## src/rtl/addsub_pkg.sv

```systemverilog
package addsub_pkg;
  typedef enum logic [1:0] {
    OP_ADD = 2'b00,
    OP_ADC = 2'b01,
    OP_SUB = 2'b10,
    OP_SBC = 2'b11
  } opT;

  // Strobes from control to datapath
  typedef struct packed {
    logic invertB;        // feed ~opB to the adder
    logic carryFromFlag;  // carry-in taken from stored C
    logic carryConst;     // carry-in value when not from flag
    logic loadFlags;      // update flag register this cycle
  } strobeT;

  typedef struct packed {
    logic n;
    logic z;
    logic c;
    logic v;
  } flagsT;
endpackage

```

## src/rtl/addsub_ctrl.sv

```systemverilog
module addsub_ctrl
  import addsub_pkg::*;
(
  input  logic       valid,
  input  logic [1:0] op,
  output strobeT     strobes
);
  opT opSel;
  assign opSel = opT'(op);

  always_comb begin
    strobes = '0;
    strobes.loadFlags = valid;
    unique case (opSel)
      OP_ADD: begin
        strobes.invertB = 1'b0; strobes.carryFromFlag = 1'b0; strobes.carryConst = 1'b0;
      end
      OP_ADC: begin
        strobes.invertB = 1'b0; strobes.carryFromFlag = 1'b1; strobes.carryConst = 1'b0;
      end
      OP_SUB: begin
        strobes.invertB = 1'b1; strobes.carryFromFlag = 1'b0; strobes.carryConst = 1'b1;
      end
      OP_SBC: begin
        strobes.invertB = 1'b1; strobes.carryFromFlag = 1'b1; strobes.carryConst = 1'b0;
      end
      default: strobes.invertB = 1'b0;
    endcase
  end
endmodule

```

## src/rtl/addsub_dp.sv

```systemverilog
module addsub_dp
  import addsub_pkg::*;
#(
  parameter int W = 32
) (
  input  logic         clk,
  input  logic         rstN,
  input  strobeT       strobes,
  input  logic [W-1:0] opA,
  input  logic [W-1:0] opB,
  output logic [W-1:0] result,
  output flagsT        flags
);
  localparam int SW = W + 1;
  localparam int MSB = W - 1;

  flagsT        flagReg;
  flagsT        flagNext;
  logic [W-1:0] bOperand;
  logic         carryIn;
  logic [SW-1:0] sumWide;

  // Subtract is a + ~b + cin; carry-out then means "no borrow"
  assign bOperand = strobes.invertB ? ~opB : opB;
  assign carryIn  = strobes.carryFromFlag ? flagReg.c : strobes.carryConst;
  assign sumWide  = {1'b0, opA} + {1'b0, bOperand} + SW'(carryIn);
  assign result   = sumWide[W-1:0];

  always_comb begin
    flagNext.n = sumWide[MSB];
    flagNext.z = (sumWide[W-1:0] == '0);
    flagNext.c = sumWide[W];
    flagNext.v = (opA[MSB] == bOperand[MSB]) && (sumWide[MSB] != opA[MSB]);
  end

  always_ff @(posedge clk or negedge rstN) begin
    if (!rstN) begin
      flagReg <= '0;
    end else if (strobes.loadFlags) begin
      flagReg <= flagNext;
    end
  end

  assign flags = flagReg;
endmodule

```

## src/rtl/addsub_flag_alu.sv

```systemverilog
module addsub_flag_alu
  import addsub_pkg::*;
#(
  parameter int W = 32
) (
  input  logic         clk,
  input  logic         rstN,
  input  logic         valid,
  input  logic [1:0]   op,
  input  logic [W-1:0] opA,
  input  logic [W-1:0] opB,
  output logic [W-1:0] result,
  output logic         flagN,
  output logic         flagZ,
  output logic         flagC,
  output logic         flagV
);
  strobeT strobes;
  flagsT  flags;

  addsub_ctrl u_ctrl (
    .valid   (valid),
    .op      (op),
    .strobes (strobes)
  );

  addsub_dp #(.W(W)) u_dp (
    .clk     (clk),
    .rstN    (rstN),
    .strobes (strobes),
    .opA     (opA),
    .opB     (opB),
    .result  (result),
    .flags   (flags)
  );

  assign flagN = flags.n;
  assign flagZ = flags.z;
  assign flagC = flags.c;
  assign flagV = flags.v;
endmodule

```

## config.mk

```make
export PLATFORM = sky130hd
export DESIGN_NAME = addsub_flag_alu
export DESIGN_NICKNAME = d
export VERILOG_FILES = /design/src/rtl/addsub_pkg.sv /design/src/rtl/addsub_ctrl.sv /design/src/rtl/addsub_dp.sv /design/src/rtl/addsub_flag_alu.sv
export SDC_FILE = /design/constraint.sdc
export NUM_CORES = 1
export LEC_CHECK = 0
export ABC_AREA = 1
export CAP_MARGIN = 15
export CORE_MARGIN = 2
export CORE_UTILIZATION = 52
export CTS_CLUSTER_SIZE = 8
export DETAILED_ROUTE_END_ITERATION = 8
export PLACE_DENSITY = 0.92
export RECOVER_POWER = 25
export SLEW_MARGIN = 10
export SYNTH_ARGS = -nofsm -noshare
export SYNTH_HDL_FRONTEND = slang
export SYNTH_SLANG_ARGS = --single-unit
```

## constraint.sdc

```tcl
create_clock -name clk -period 5.6 [get_ports clk]
set_clock_uncertainty 0.05 [all_clocks]
set_input_delay 0.56 -clock clk [delete_from_list [all_inputs] [get_ports clk]]
set_output_delay 0.56 -clock clk [all_outputs]
set_load 0.01 [all_outputs]
```

-- Yosys cells after proc, flatten, opt, wreduce, memory -nomap -nowiden
Index checks and enable logic that the tools add are counted.
- bits in read-only memories: 0
- word-level logic and storage cells: 18
- latch bits: 0
- memories: 0
- output and inout bits: 36
- memory bits (writable): 0
- flip-flop bits (word level): 4
- input bits: 69
- eq/ne operators: 5
- shift-type cells: 0
- reductions and logical operators: 3
- multiply operators: 0
- $lt $le $gt $ge: 0
- bitwise logic cells: 1
- divide/modulo/power cells: 0
- multiplexer cells: 3
- add/sub/neg operators: 2
- operators by type and width (cell ; number):
    32-bit by 32-bit adder with 33-bit output ; 1
    33-bit by 1-bit adder with 33-bit output ; 1
    32-bit logical NOT ; 1
    32-bit 2-to-1 mux ; 1
    32-bit NOT ; 1
    3-bit case mux with 4 select lines ; 1
    2-bit equality test (second input constant) ; 2
    2-bit by 1-bit equality test with 1-bit output (second input constant) ; 1
    2-bit logical NOT ; 1
    1-bit equality test ; 1
    1-bit logical AND ; 1
    1-bit 2-to-1 mux ; 1
    1-bit inequality test ; 1

-- Logic depth before layout (Yosys ltp)
- depth in word-level cells: 7
- depth in mapped cells: 20
- gate-level depth less buffers: 20

-- Cells and area by module
A second synthesis with hierarchy kept.
- cell total of the unflattened synthesis: 625
- area total of the unflattened synthesis: 3178.0 µm²
- by module, submodules not included (module ; cells an instance ; sequential area each (µm²) ; area each (µm²) ; instances):
    addsub_dp ; 620 ; 100.1 ; 3153.0 ; 1
    addsub_ctrl ; 5 ; 0.0 ; 25.0 ; 1

-- Least setup slack after synthesis
Ideal clock, no wire load.
- path kind: input port to output port
- from: in op[1]
- to: out result[30]
- stages on the path: 17
- data required time: 4.990 ns
- buffers on the path: 2
- slack: 2.159 ns
- data arrival time: 2.831 ns
- cells stage by stage: clkbuf_1 > buf_2 > o21ai_0 > fa_1 > fa_1 > inv_1 > nand3_1 > nand2_2 > nand2_1 > nand2_2 > nand3_2 > nand2_1 > nand2_1 > nand2_1 > nand2_1 > nand2_1 > inv_1
- word-level cells in the longest chain between the ends: 5
- elaborated cells on any way between the ends: 9
- classes of those cells: add/sub: 2; eq/ne: 3; mux: 3; reduce/logical: 1
- ends and longest elaborated chain (what ; line ; RTL):
    start, declared ; addsub_flag_alu.sv:9 ; input logic [1:0] op,
    2-bit equality test (tied with other cells) ; addsub_ctrl.sv:14 ; unique case (opSel)
    3-bit case mux with 4 select lines (*) ; addsub_ctrl.sv:14 ;
    32-bit 2-to-1 mux ; addsub_dp.sv:24 ; assign bOperand = strobes.invertB ? ~opB : opB;
    32-bit by 32-bit adder with 33-bit output ; addsub_dp.sv:26 ; assign sumWide = {1'b0, opA} + {1'b0, bOperand} + SW'(carryIn);
    33-bit by 1-bit adder with 33-bit output (*) ; addsub_dp.sv:26 ;
    end, declared ; addsub_flag_alu.sv:12 ; output logic [W-1:0] result,
Mark *: on every way between the ends. The rest lies on a longest branch, timed or not.

-- Worst setup path after layout
Ends and elaborated chain as after synthesis.

==> results.txt <==
capture endpoint of the worst hold path: u_dp.flags[2]
crit path DAT: 4.06 ns
clock root buffer: sky130_fd_sc_hd__clkbuf_8
starting density of the core: 54.0%
DR pass1 iterations: 7
leading cell types by total area after synthesis: sky130_fd_sc_hd__nand2_1 (27%), sky130_fd_sc_hd__inv_1 (16%), sky130_fd_sc_hd__ha_1 (12%), sky130_fd_sc_hd__xor2_1 (8.8%), sky130_fd_sc_hd__nor2_1 (6.1%)
worst-case register-to-register setup slack: 2.61 ns
standard cell core area: 5920 um2
Hold Violations, Final: 0
floorplan row count: 28
remaining antenna violation count: 0
RePlAce Congestion: 1.03
number of H-tree levels: 1
instance area at placement: 4310 um2
routed wire length: 10,400 um
slew at the pin closest to its max-slew limit: 1.15 ns
status: completed
placed cell count: 793
Port Buffers: 104
CP max-delay cell: sky130_fd_sc_hd__clkbuf_1
top cells by count, synth: sky130_fd_sc_hd__nand2_1 (229), sky130_fd_sc_hd__inv_1 (138), sky130_fd_sc_hd__nor2_1 (52)
Reg2Reg Launch Point: u_dp.flags[1]
number of nets in the layout: 825
power density of the placed cells: 193 nW/um2
max-slew violation total from the final report: 0
startpoint of the most critical setup path: op[1]
area fraction of the dominant cell type after synthesis: 26.9%
Peak VDD IR: 0.145 mV
design internal power: 0.401 mW
switching share of power: 52.1%
PostCTS Resize Cnt: 0
number of sinks handled by clock tree synthesis: 4
Post-synth EDFFs: 0
total inserted antenna cells: 0
post-route cell area: 4340 um2
floorplan die height: 82.4 um
sum of negative setup slack: 0 ns
WL per Instance: 13.1 um
Setup CP Type: input port to output port
part of the Yosys area used for sequential elements: 3.13%
HPWL reported at the end of detailed placement: 9160 um
Synthesized Nets: 720
Adder-Cell Fraction of Synth Area: 13.4%
combinational power share: 87.8%
Critical R2R Capture: u_dp.flags[2]
largest family of logic cells by synthesized area: simple AND/OR/NAND/NOR gates
number of buffers inserted for hold repair after clock tree synthesis: 0
CTS clock-pin slew for the worst setup and hold paths: 0.03 ns
net switching power figure: 0.437 mW
clock tree from TritonCTS: yes
global-route wire length before repair: 16,400 um
non-filler instance count after layout: 796
setup repair after global routing missed its margin: false
multiplexer share of the synthesized area: 0%
io pins: 105
global routing usage summed across all routing layers: 31.2%
XOR/XNOR share of the synthesized area: 11.8%
CTS max path bufs: 2
cell leakage power: 2.52 nW
Horiz. Die Dim: 82.4 um
sequential power share: 4.3%
final critical delay including setup and external delays: 4.67 ns
critical path cell sequence: clkbuf_1 -> o21ai_0 -> fa_1 -> fa_1 -> inv_1 -> nand3_1 -> nand2_1 -> nand2_1 -> nand2_2 -> nand3_2 -> nand2_1 -> nand2_1 -> nand3_1 -> nand2_1 -> inv_1 -> clkdlybuf4s50_1
number of setup violations in the final report: 0
CP most frequent cell: sky130_fd_sc_hd__nand2_1
number of DRC violations after detailed routing: 0
top cell type by total area after synthesis: sky130_fd_sc_hd__nand2_1
final worst path period share: 83.4%
gr ovfl total: 0
Crit Path Max Fanout: 17
gate count after technology mapping: 618
fraction of the mapped netlist area in simple logic gates: 49.6%
clock latency reported for the late side of the worst-skew pair: 0.23 ns
postcts setup bufs: 0
type of element launching the critical path: input port
Crit. End Element: output port
Seq cells post-synth: 4
overall via count from detail_route: 3,968
number of flip-flops under the largest register name: 4
largest net degree at the start of global routing: 18
logic depth of the worst register-to-register path: 17
number of max-capacitance violations reported: 0
Async SR Flop Fraction: 100%
Max-slew headroom: 23.0%
Top FF cell, synth: sky130_fd_sc_hd__dfrtp_1
Hold Crit Start: u_dp.flags[2]
Area Overhead vs Synth: 35.9%
number of cells on the worst hold path: 2
post-synthesis compound-gate area fraction: 4.97%
vias in the first global route: 3,691
FMAX: 214 MHz
layout cells sized above 1: 6.52%
average cell area after synthesis: 5.17 um2
number of warnings reported in the yosys synthesis log: 0
Inserted Clock Buffers: 3
CP required: 4.99 ns
violation count after the first detailed-routing iteration: 179
area of the die: 6790 um2
average vias per placed instance: 4.98
classification of the worst-slack hold path: flip-flop to flip-flop
synthesized cell area: 3200 um2
highest cell delay on the worst timing path: 0.83 ns
proportion of power drawn by the clock network: 7.9%
Synth cell types: 25
cell with the most instances after synthesis: sky130_fd_sc_hd__nand2_1
number of antenna violations at the first check in global routing: 0
placed cells by master (no fill, tap or decap), types with 2 or more instances in the layout:
master	synthesis	routed
sky130_fd_sc_hd__xnor2_1	11	11
sky130_fd_sc_hd__nor2_1	52	52
sky130_fd_sc_hd__xor2_1	32	32
sky130_fd_sc_hd__clkdlybuf4s50_1	0	97
sky130_fd_sc_hd__a21oi_1	16	16
sky130_fd_sc_hd__nand3_1	32	32
sky130_fd_sc_hd__nand3_2	5	5
sky130_fd_sc_hd__nor2_2	7	7
sky130_fd_sc_hd__o21ai_0	10	10
sky130_fd_sc_hd__fa_1	2	2
sky130_fd_sc_hd__clkbuf_8	0	3
sky130_fd_sc_hd__nand4_1	8	8
sky130_fd_sc_hd__dlygate4sd3_1	0	6
sky130_fd_sc_hd__nor2_4	5	5
sky130_fd_sc_hd__nand2_1	229	230
sky130_fd_sc_hd__nand2_2	24	23
sky130_fd_sc_hd__dfrtp_1	4	4
sky130_fd_sc_hd__a31oi_1	2	2
sky130_fd_sc_hd__ha_1	31	31
sky130_fd_sc_hd__inv_1	138	138
per-layer routing:
layer / GRT usage [%] / vias up / part of all wire [%] / routed length, um
met5: 0 / - / 0 / 0
met4: 9.17 / 0 / 2.0 / 212
met3: 2.93 / 23 / 7.4 / 777
met2: 53.5 / 160 / 45 / 4700
met1: 41.3 / 1744 / 45 / 4740
li1: - / 2041 / - / -
worst max-delay path, delay by kind of cell:
family	cells	cell delay, ns
AND/OR/NAND/NOR	9	0.79
adder cells (fa/ha/maj)	2	0.89
buffers and inverters	4	1.50
AO/OA/AOI/OAI	1	0.30
how the worst max path moves through the flow:
stage	end	depth (start not counted)
after floorplan	result[30]	17
final	result[30]	16
after detailed placement	result[30]	16
after CTS	result[30]	16
after global routing	result[30]	17
after global placement	result[30]	16
metrics by stage:
| step | hold WS [ns] | power (mW) | utilization [%] | setup slack, ns |
|---|---|---|---|---|
| 4_1_cts | 0.457 | 0.835 | 73.4 | 1.52 |
| 3_3_place_gp | 0.422 | 0.749 | 72.7 | 1.63 |
| 6_report | 0.452 | 0.838 | 73.4 | 0.928 |
| 5_1_grt | 0.467 | 0.911 | 73.4 | 0.645 |
| 2_1_floorplan | 0.214 | 0.468 | - | 2.16 |
| 3_5_place_dp | 0.431 | 0.764 | 72.7 | 1.53 |
power by group through the flow:
| stage | logic (mW) | clock network, mW | registers, mW |
|---|---|---|---|
| finish | 0.736 | 0.0663 | 0.0358 |
| global route | 0.806 | 0.0685 | 0.0364 |
| CTS | 0.732 | 0.0666 | 0.0361 |
| detailed placement | 0.728 | 0 | 0.0364 |
| global placement | 0.713 | 0 | 0.0363 |
| floorplan | 0.430 | 0 | 0.0380 |
cell families (layout without fill, tap and decap cells):
| kind of cell | after synthesis | after routing |
|---|---|---|
| simple gates | 364 | 364 |
| flops | 4 | 4 |
| buf+inv | 144 | 247 |
| compound gates | 30 | 30 |
| xor+xnor | 43 | 43 |
| fa+ha+maj | 33 | 33 |
cell type report:
type	instances	area (um2)
multi-input combinational	470	2540
fill	522	1580
timing repair buffer	105	1040
inverter	139	522
sequential	4	100
tap	75	93.8
clock buffer	3	41.3
No activity file was read; power rests on OpenSTA's default activity.
